[config.mk]
export PLATFORM = sky130hd
export DESIGN_NAME = eff_addr_unit
export DESIGN_NICKNAME = d
export VERILOG_FILES = /design/src/rtl/eau_pkg.sv /design/src/rtl/eau_ctrl.sv /design/src/rtl/eau_datapath.sv /design/src/rtl/eff_addr_unit.sv
export SDC_FILE = /design/constraint.sdc
export NUM_CORES = 1
export LEC_CHECK = 0
export ABC_AREA = 1
export CAP_MARGIN = 40
export CELL_PAD_IN_SITES_DETAIL_PLACEMENT = 2
export CELL_PAD_IN_SITES_GLOBAL_PLACEMENT = 2
export CORE_ASPECT_RATIO = 0.5
export CORE_MARGIN = 3
export CORE_UTILIZATION = 26
export DETAILED_ROUTE_END_ITERATION = 10
export GPL_ROUTABILITY_DRIVEN = 0
export GPL_TIMING_DRIVEN = 1
export PLACE_DENSITY_LB_ADDON = 0.05
export REMOVE_ABC_BUFFERS = 1
export SYNTH_ARGS = -nofsm -noshare
export SYNTH_HDL_FRONTEND = slang
export SYNTH_SLANG_ARGS = --single-unit
[constraint.sdc]
create_clock -name clk -period 4 [get_ports clk]
set_clock_uncertainty 0.15 [all_clocks]
set_input_delay 1 -clock clk [delete_from_list [all_inputs] [get_ports clk]]
set_output_delay 1 -clock clk [all_outputs]
set_load 0.005 [all_outputs]
[src/rtl/eau_pkg.sv]
package eau_pkg;

  // Control strobes handed from the control module to the datapath.
  typedef struct packed {
    logic capture;   // load the result register this cycle
    logic zeroBase;  // base register is the hardwired zero register
    logic swapLane;  // invert bit 2 for a big-endian four-byte access
    logic isStore;   // direction of the access
    logic isQuad;    // eight-byte access width
  } eauStrobe_t;

  // Upper three opcode bits shared by every memory-format access.
  localparam logic [2:0] MEM_OPC_TAG = 3'b101;

endpackage

[src/rtl/eau_ctrl.sv]
module eau_ctrl
  import eau_pkg::*;
#(
  parameter int OPC_W = 6,
  parameter int REG_W = 5
) (
  input  logic             clk,
  input  logic             rstN,
  input  logic             inValid,
  output logic             inReady,
  input  logic [OPC_W-1:0] opcode,
  input  logic [REG_W-1:0] rbNum,
  input  logic             bigEndian,
  input  logic             outReady,
  output logic             outValid,
  output eauStrobe_t       strobe
);

  localparam logic [REG_W-1:0] ZERO_REG = '1;

  logic memOp;
  logic accept;

  // Memory opcodes: tag in the top three bits, bit 1 clear.
  assign memOp   = (opcode[OPC_W-1 -: 3] == MEM_OPC_TAG) && !opcode[1];
  assign inReady = !outValid || outReady;
  assign accept  = inValid && inReady;

  always_ff @(posedge clk) begin
    if (!rstN) begin
      outValid <= 1'b0;
    end else if (inReady) begin
      outValid <= accept && memOp;
    end
  end

  always_comb begin
    strobe.capture  = accept && memOp;
    strobe.zeroBase = (rbNum == ZERO_REG);
    strobe.swapLane = bigEndian && !opcode[0];
    strobe.isStore  = opcode[2];
    strobe.isQuad   = opcode[0];
  end

endmodule

[src/rtl/eau_datapath.sv]
module eau_datapath
  import eau_pkg::*;
#(
  parameter int ADDR_W        = 64,
  parameter int DISP_W        = 16,
  parameter int REG_W         = 5,
  parameter bit LANE_SWAP_EN  = 1'b1
) (
  input  logic              clk,
  input  logic              rstN,
  input  eauStrobe_t        strobe,
  input  logic [ADDR_W-1:0] baseVal,
  input  logic [DISP_W-1:0] disp,
  input  logic [REG_W-1:0]  raNum,
  output logic [ADDR_W-1:0] effAddr,
  output logic [REG_W-1:0]  dataReg,
  output logic              isStore,
  output logic              isQuad,
  output logic              alignFault
);

  localparam int EXT_W   = ADDR_W - DISP_W;
  localparam int LANE_BIT = 2;

  logic [ADDR_W-1:0] baseSel;
  logic [ADDR_W-1:0] dispExt;
  logic [ADDR_W-1:0] rawSum;
  logic [ADDR_W-1:0] presented;
  logic              misaligned;

  assign baseSel = strobe.zeroBase ? '0 : baseVal;
  assign dispExt = {{EXT_W{disp[DISP_W-1]}}, disp};
  assign rawSum  = baseSel + dispExt;

  // Natural alignment: two low bits for four bytes, three for eight.
  assign misaligned = strobe.isQuad ? (rawSum[2:0] != 3'b000)
                                    : (rawSum[1:0] != 2'b00);

  generate
    if (LANE_SWAP_EN) begin : gLaneSwap
      logic [ADDR_W-1:0] laneMask;
      assign laneMask  = ADDR_W'(1) << LANE_BIT;
      // A fault reports the raw address, so the swap is suppressed.
      assign presented = (strobe.swapLane && !misaligned) ? (rawSum ^ laneMask)
                                                          : rawSum;
    end else begin : gNoSwap
      logic unusedSwap;
      assign unusedSwap = strobe.swapLane;
      assign presented  = rawSum;
    end
  endgenerate

  always_ff @(posedge clk) begin
    if (!rstN) begin
      effAddr    <= '0;
      dataReg    <= '0;
      isStore    <= 1'b0;
      isQuad     <= 1'b0;
      alignFault <= 1'b0;
    end else if (strobe.capture) begin
      effAddr    <= presented;
      dataReg    <= raNum;
      isStore    <= strobe.isStore;
      isQuad     <= strobe.isQuad;
      alignFault <= misaligned;
    end
  end

endmodule

[src/rtl/eff_addr_unit.sv]
module eff_addr_unit
  import eau_pkg::*;
#(
  parameter int ADDR_W       = 64,
  parameter int INSTR_W      = 32,
  parameter int DISP_W       = 16,
  parameter int REG_W        = 5,
  parameter bit LANE_SWAP_EN = 1'b1
) (
  input  logic               clk,
  input  logic               rstN,
  input  logic               inValid,
  output logic               inReady,
  input  logic [INSTR_W-1:0] instrWord,
  input  logic [ADDR_W-1:0]  baseVal,
  input  logic               bigEndian,
  output logic               outValid,
  input  logic               outReady,
  output logic [ADDR_W-1:0]  effAddr,
  output logic [REG_W-1:0]   dataReg,
  output logic               isStore,
  output logic               isQuad,
  output logic               alignFault
);

  localparam int RB_LO  = DISP_W;
  localparam int RA_LO  = DISP_W + REG_W;
  localparam int OPC_LO = DISP_W + 2 * REG_W;
  localparam int OPC_W  = INSTR_W - OPC_LO;

  logic [OPC_W-1:0]  opcode;
  logic [REG_W-1:0]  raNum;
  logic [REG_W-1:0]  rbNum;
  logic [DISP_W-1:0] disp;
  eauStrobe_t        strobe;

  assign opcode = instrWord[INSTR_W-1:OPC_LO];
  assign raNum  = instrWord[RA_LO +: REG_W];
  assign rbNum  = instrWord[RB_LO +: REG_W];
  assign disp   = instrWord[DISP_W-1:0];

  eau_ctrl #(
    .OPC_W (OPC_W),
    .REG_W (REG_W)
  ) ctrl_i (
    .clk       (clk),
    .rstN      (rstN),
    .inValid   (inValid),
    .inReady   (inReady),
    .opcode    (opcode),
    .rbNum     (rbNum),
    .bigEndian (bigEndian),
    .outReady  (outReady),
    .outValid  (outValid),
    .strobe    (strobe)
  );

  eau_datapath #(
    .ADDR_W       (ADDR_W),
    .DISP_W       (DISP_W),
    .REG_W        (REG_W),
    .LANE_SWAP_EN (LANE_SWAP_EN)
  ) dp_i (
    .clk        (clk),
    .rstN       (rstN),
    .strobe     (strobe),
    .baseVal    (baseVal),
    .disp       (disp),
    .raNum      (raNum),
    .effAddr    (effAddr),
    .dataReg    (dataReg),
    .isStore    (isStore),
    .isQuad     (isQuad),
    .alignFault (alignFault)
  );

endmodule

==> impl_metrics.csv, run 1 <==
group,metric,value,unit
floorplan,die_x,271,um
detailed_routing,wl_per_cell,16.5,um
logic_synthesis,ys_ff_latch,73,
placement,place_area,12300,um^2
cts,clockBufferDepth,2,
global_route,overflow,0,
detailed_routing,detail-route-antenna-nets,0,
cells_and_area,final_area,12700,um^2
cells_and_area,final_cell_mix,"nand2_1, inv_1, nor2_1",
cts,cts_max_level,3,
logic_synthesis,ys_types,35,
floorplan,die_h,139,um
cells_and_area,areaGrowthSynthToFinish,39.1,%
floorplan,die-area,37600,um^2
detailed_routing,via_count,11400,
pwr,ir_drop,0.000201,V
timing,finalHoldViolCount,0,
timing,period_share,95.6,%
cells_and_area,postLayoutCoreUtil,37.6,%
cts,cts_tree,"built",
timing,period_needed,3.82,ns
cells_and_area,n_antenna_cell,0,
setup_path,cp.required,4.12,ns
floorplan,pin_count,175,
timing,setup_viol,0,
global_route,grt_max_degree,54,
setup_path,r2r_cells,9,
timing,rsz0062_at_grt,"true",
cells_and_area,mostFrequentLayoutCell,"nand2_1",
placement,hpwl,35400,um
floorplan,rows,47,
setup_path,arrival,3.94,ns
logic_synthesis,synth_cells,1780,
timing,final.setup.tns,0,ns
detailed_routing,wl,41800,um
setup_path,cp_max_fo,15,
logic_synthesis,syn_area,9140,um^2
min_path,min_path_type,"reg2reg",
setup_path,start_kind,"input pin",
min_path,whs_path_depth,2,
cts,ctsRootBufferMaster,"clkbuf_16",
detailed_routing,viasPerCell,4.53,
setup_path,worstSetupPathType,"in2reg",
cts,numCtsBuffers,9,
pwr,power_density,239,nW/um^2
placement,io_buffers,174,
floorplan,core,33800,um^2
detailed_routing,drc_errors,0,
pwr,finalPower,3.04,mW
cts,path_clk_slew,0.07,ns
job,drv_cap,0,
global_route,grt_pass1_vias,12400,
detailed_routing,drtIter0Drc,430,
cts,cts.sinks,73,
timing,worst_pin_slew,0.674,ns
global_route,track_usage,21.7,%
timing,drv_slew,0,
logic_synthesis,syn_avg_cell_area,5.13,um^2
detailed_routing,drt_pass1_iterations,4,
floorplan,start_util,27.0,%
global_route,antenna_found_initial,0,
timing,relSlewSlack,55.1,%
cells_and_area,drive_gt1_share,10.7,%
logic_synthesis,synth-warning-count,0,
setup_path,worstSetupEndpointType,"register",
pwr,cellLeakagePower,7.42,nW
cts,clk_latency,0.37,ns
global_route,grt_first_pass_wirelength,65400,um
logic_synthesis,yosysSeqAreaShare,16.0,%
timing,fmax,0.261,GHz
run_status,status,"finished, final reports clean",
cells_and_area,num-nets-final,2222,
-- metal layers --
layer / share of wire [%] / vias to the layer above / global-route usage (%)
met5: 0 / - / 0
li1: - / 5763 / -
met3: 3.4 / 34 / 3.84
met1: 48 / 5487 / 27.8
met4: 1.5 / 0 / 4.51
met2: 47 / 155 / 38.3
-- synthesized netlist by cell type --
library cell	n	area share [%]
nand4_1	12	0.82
a41oi_1	1	0.096
buf_4	1	0.082
xor2_1	24	2.3
nand3_1	68	3.7
o21bai_1	3	0.25
clkinv_1	1	0.041
a21oi_1	49	2.7
ha_1	63	8.6
a31oi_1	1	0.069
inv_2	5	0.21
nand2_2	21	1.4
nor3b_1	1	0.082
nor2_2	21	1.4
fa_1	1	0.22
dfxtp_1	73	16
o21ai_0	44	2.4
and3_1	1	0.069
nor2_1	281	12
nand2_1	598	25
xnor2_1	6	0.58
clkbuf_1	17	0.70
and2_1	2	0.14
nor4_2	2	0.27
o21ai_1	4	0.22
nor3_1	9	0.49
nor2_4	1	0.12
inv_4	1	0.069
buf_2	10	0.55
nand3_2	11	1.2
inv_1	437	18
a21boi_2	1	0.12
a211oi_1	1	0.082
o211ai_1	5	0.41
nor3_2	4	0.44
-- final cells by class --
cell class | count | area, um^2
sequential | 73 | 1460
clock inverter | 6 | 92.6
inverter | 444 | 1670
multi-input combinational | 1235 | 5970
timing repair buffer | 294 | 2710
clock buffer | 10 | 229
tap | 465 | 582
fill | 4391 | 21100
-- cells by family (layout without fill, tap and decap cells) --
group | Yosys count | count (layout) | share of synthesized area, %
and+or+nand+nor | 1032 | 1032 | 46.4
buffers and inverters | 472 | 754 | 19.6
AOI/OAI and AO/OA | 109 | 109 | 6.34
DFF | 73 | 73 | 16.0
adders and majority gates | 64 | 64 | 8.85
xor gates and xnor gates | 30 | 30 | 2.88
-- critical path: stages --
cell             delay (ns)
clkdlybuf4s50_1        0.45
and3_1                 0.15
nand3_1                0.13
inv_4                  0.13
buf_12                 0.12
clkbuf_16              0.18
nor2_1                 0.06
ha_1                   0.36
nand2_1                0.15
nor2_2                 0.20
nand2_1                0.14
inv_1                  0.12
nand4_1                0.11
nand3_2                0.19
nand2_1                0.12
nand4_1                0.11
nand3_1                0.10
nand2_1                0.08
inv_1                  0.04
-- per-stage QoR --
step | hold WS, ns | std cells | setup WS (ns)
global placement | 0.316 | 2509 | -0.295
detailed placement | 0.336 | 2509 | -0.340
CTS | 0.349 | 2525 | 0.0484
floorplan | 0.330 | 1752 | 0.306
finish | 0.345 | 2527 | 0.175
global route | 0.368 | 2527 | -0.0584
-- registers in the layout (all words and copies together) (netlist names) --
name and flops:
ctrl_i.outValid 1, dp_i.alignFault 1, dp_i.dataReg 5, dp_i.effAddr 64, dp_i.isQuad 1, dp_i.isStore 1
-- power by group --
part           internal (mW)  total [mW]  switching, mW
clock network          0.549       0.926          0.378
registers              0.743       0.751        0.00868
logic                  0.545        1.36          0.815
total                   1.84        3.04           1.20
-- worst paths after layout --
| kind | startpoint | endpoint | slack [ns] |
|---|---|---|---|
| hold / removal | dp_i.dataReg[0] | dp_i.dataReg[0] | 0.35 |
| setup reg to reg | ctrl_i.outValid | dp_i.effAddr[40] | 2.16 |
| setup / recovery | instrWord[19] | dp_i.effAddr[52] | 0.18 |
| hold reg to reg | dp_i.dataReg[0] | dp_i.dataReg[0] | 0.35 |
-- timing repair --
action                     CTS  global route
resized for setup            0            26
hold buffers                 0             0
setup endpoints to repair    0            28
buffers inserted             0             1
No activity file was read; power rests on OpenSTA's default activity.
==> run 2, diff against run 1 <==
- CORE_UTILIZATION: 26 -> 28
- clock period: 4 -> 4.4 ns (I/O delays scaled with it)
==> run 2 against run 1 <==
Effect of this change:
- sequential share of layout area up 0.69 points
- largest power group unchanged
- routed wire length shrank 3.6%
- first-iteration DRC count decreased by 14%
- combinational power fell by 17%
- highest routed layer unchanged
- design area fell by 5.7%
- clock power decreased by 2.4%
- die area fell by 6.9%
==> impl_metrics.csv, run 2 (same netlist as run 1, synthesis figures left out) <==
group,metric,value,unit
global_route,grt_use_met1,30.1,%
floorplan,die_x,261,um
cts,ctsRootBufferMaster,"clkbuf_16",
cells_and_area,final_cell_mix,"nand2_1, inv_1, nor2_1",
setup_path,start_kind,"input pin",
pwr,p_clk_share,33.3,%
min_path,min_path_type,"reg2reg",
setup_path,r2r_cells,9,
global_route,grt_first_pass_wirelength,63000,um
pwr,ir_drop,0.000189,V
floorplan,die-area,35000,um^2
floorplan,core,31900,um^2
cells_and_area,areaGrowthSynthToFinish,31.2,%
timing,worst_pin_slew,0.667,ns
global_route,grt_busiest_layer,"met2",
pwr,switchingPower,1.06,mW
setup_path,worstSetupEndpointType,"register",
floorplan,die_h,134,um
timing,fmax,0.247,GHz
setup_path,timing.rr.end,"dp_i.effAddr[55]",
pwr,switching_share,39.1,%
cells_and_area,largest_registers,"dp_i.effAddr: 64 flops, dp_i.dataReg: 5 flops",
cts,clk_latency,0.37,ns
cells_and_area,regMostFlops,"dp_i.effAddr",
detailed_routing,via_count,11100,
job,drv_cap,0,
detailed_routing,wl,40300,um
cts,cts_setup_buffers,0,
floorplan,start_util,28.7,%
placement,hpwl,34400,um
cells_and_area,largest_register_ffs,64,
pwr,p_int,1.65,mW
global_route,grt_max_degree,71,
timing,setup_viol,0,
cts,cts.sinks,73,
timing,rsz0062_at_grt,"false",
global_route,track_usage,22.9,%
detailed_routing,detail-route-antenna-nets,0,
pwr,combPwrFrac,41.6,%
cts,cts_tree,"built",
floorplan,rows,46,
cells_and_area,num-nets-final,2143,
timing,drv_slew,0,
detailed_routing,wl_per_cell,16.7,um
cts,path_clk_slew,0.07,ns
global_route,grtUsageMet2,40.5,%
run_status,status,"finished, final reports clean",
setup_path,worst-r2r-setup-slack,2.33,ns
timing,relSlewSlack,55.6,%
setup_path,arrival,4.18,ns
pwr,power_density,226,nW/um^2
cells_and_area,mostFrequentLayoutCell,"nand2_1",
setup_path,endpoint,"dp_i.effAddr[52]",
timing,final.setup.tns,0,ns
placement,preCtsSetupSlack,-0.164,ns
cells_and_area,fillers,4168,
setup_path,r2r-start,"ctrl_i.outValid",
setup_path,cp_max_fo,23,
cells_and_area,postLayoutCoreUtil,37.6,%
cells_and_area,n_antenna_cell,0,
timing,fin_ws,0.346,ns
cells_and_area,drive_gt1_share,6.35,%
global_route,use_met3,3.23,%
detailed_routing,drt_pass1_iterations,7,
detailed_routing,drtIter0Drc,370,
cts,numCtsBuffers,9,
floorplan,pin_count,175,
detailed_routing,drc_errors,0,
global_route,grt_pass1_vias,12000,
placement,io_buffers,174,
timing,finalHoldViolCount,0,
global_route,antenna_found_initial,0,
setup_path,cp.required,4.52,ns
cts,clockBufferDepth,2,
pwr,seq_power_share,25.1,%
timing,period_share,92.1,%
setup_path,crit_path_start,"instrWord[19]",
timing,period_needed,4.05,ns
detailed_routing,viasPerCell,4.62,
pwr,cellLeakagePower,7.03,nW
global_route,overflow,0,
cts,cts_max_level,3,
setup_path,worstSetupPathType,"in2reg",
## run 2: changes by cell type in the layout (fill, tap and decap cells not counted), sizes merged
cell / previous run / this run
buf: 120 / 42
bufinv: 2 / 3
clkbuf: 11 / 10
clkinv: 3 / 2
clkinvlp: 2 / 1
inv: 443 / 444
## run 2: how the worst min path moves through the flow
stage,slack [ns],startpoint,endpoint,cells past startpoint
final,0.34,dp_i.dataReg[3],dp_i.dataReg[3],2
after global routing,0.37,dp_i.dataReg[2],dp_i.dataReg[2],2
after CTS,0.34,dp_i.dataReg[3],dp_i.dataReg[3],2
after detailed placement,0.33,dp_i.dataReg[3],dp_i.dataReg[3],2
after global placement,0.31,dp_i.dataReg[1],dp_i.dataReg[1],2
after floorplan,0.33,dp_i.dataReg[0],dp_i.dataReg[0],2
## run 2: power by group through the flow
stage	combinational [mW]	clock (mW)	sequential, mW
detailed placement	1.13	0	0.698
CTS	1.14	0.929	0.683
global placement	1.08	0	0.697
global route	1.27	0.955	0.684
finish	1.13	0.904	0.683
floorplan	0.660	0	0.698
## run 2: repair_timing
item / in CTS / in global routing
gates resized for setup: 0 / 2
endpoints found under the setup margin: 0 / 3
hold buffers: 0 / 0
## run 2: through the flow
step	hold slack, ns	cell area (um^2)	total power [mW]	instances
4_1_cts	0.344	12000	2.75	2415
3_3_place_gp	0.314	11600	1.78	2399
5_1_grt	0.367	12000	2.91	2415
2_1_floorplan	0.330	9020	1.36	1752
6_report	0.339	12000	2.72	2415
3_5_place_dp	0.328	11600	1.83	2399
## run 2: worst max-delay path: stages
cell and delay (ns):
clkdlybuf4s50_1 0.46, and3_1 0.15, nand3_1 0.09, inv_2 0.10, buf_12 0.17, buf_4 0.18
nor2_1 0.07, ha_1 0.41, nand2_1 0.15, nor2_2 0.18, nand2_1 0.12, inv_1 0.13
nand4_1 0.18, nand3_2 0.22, nand2_1 0.12, nand4_1 0.09, nand3_1 0.09, nand2_1 0.09
inv_1 0.04
## run 2: cell type report
type | count | area, um^2 | share of cell area (%)
Multi-Input combinational cell | 1235 | 5890 | 49.1
Clock buffer | 10 | 229 | 1.91
Timing Repair Buffer | 215 | 2080 | 17.4
Tap cell | 432 | 541 | 4.51
Sequential cell | 73 | 1460 | 12.2
Clock inverter | 6 | 115 | 0.960
Inverter | 444 | 1670 | 13.9
## run 2: metal layers
layer | vias up | wire length [um]
met4 | 0 | 285
met5 | - | 0
li1 | 5600 | -
met3 | 15 | 1400
met2 | 153 | 19100
met1 | 5381 | 19500
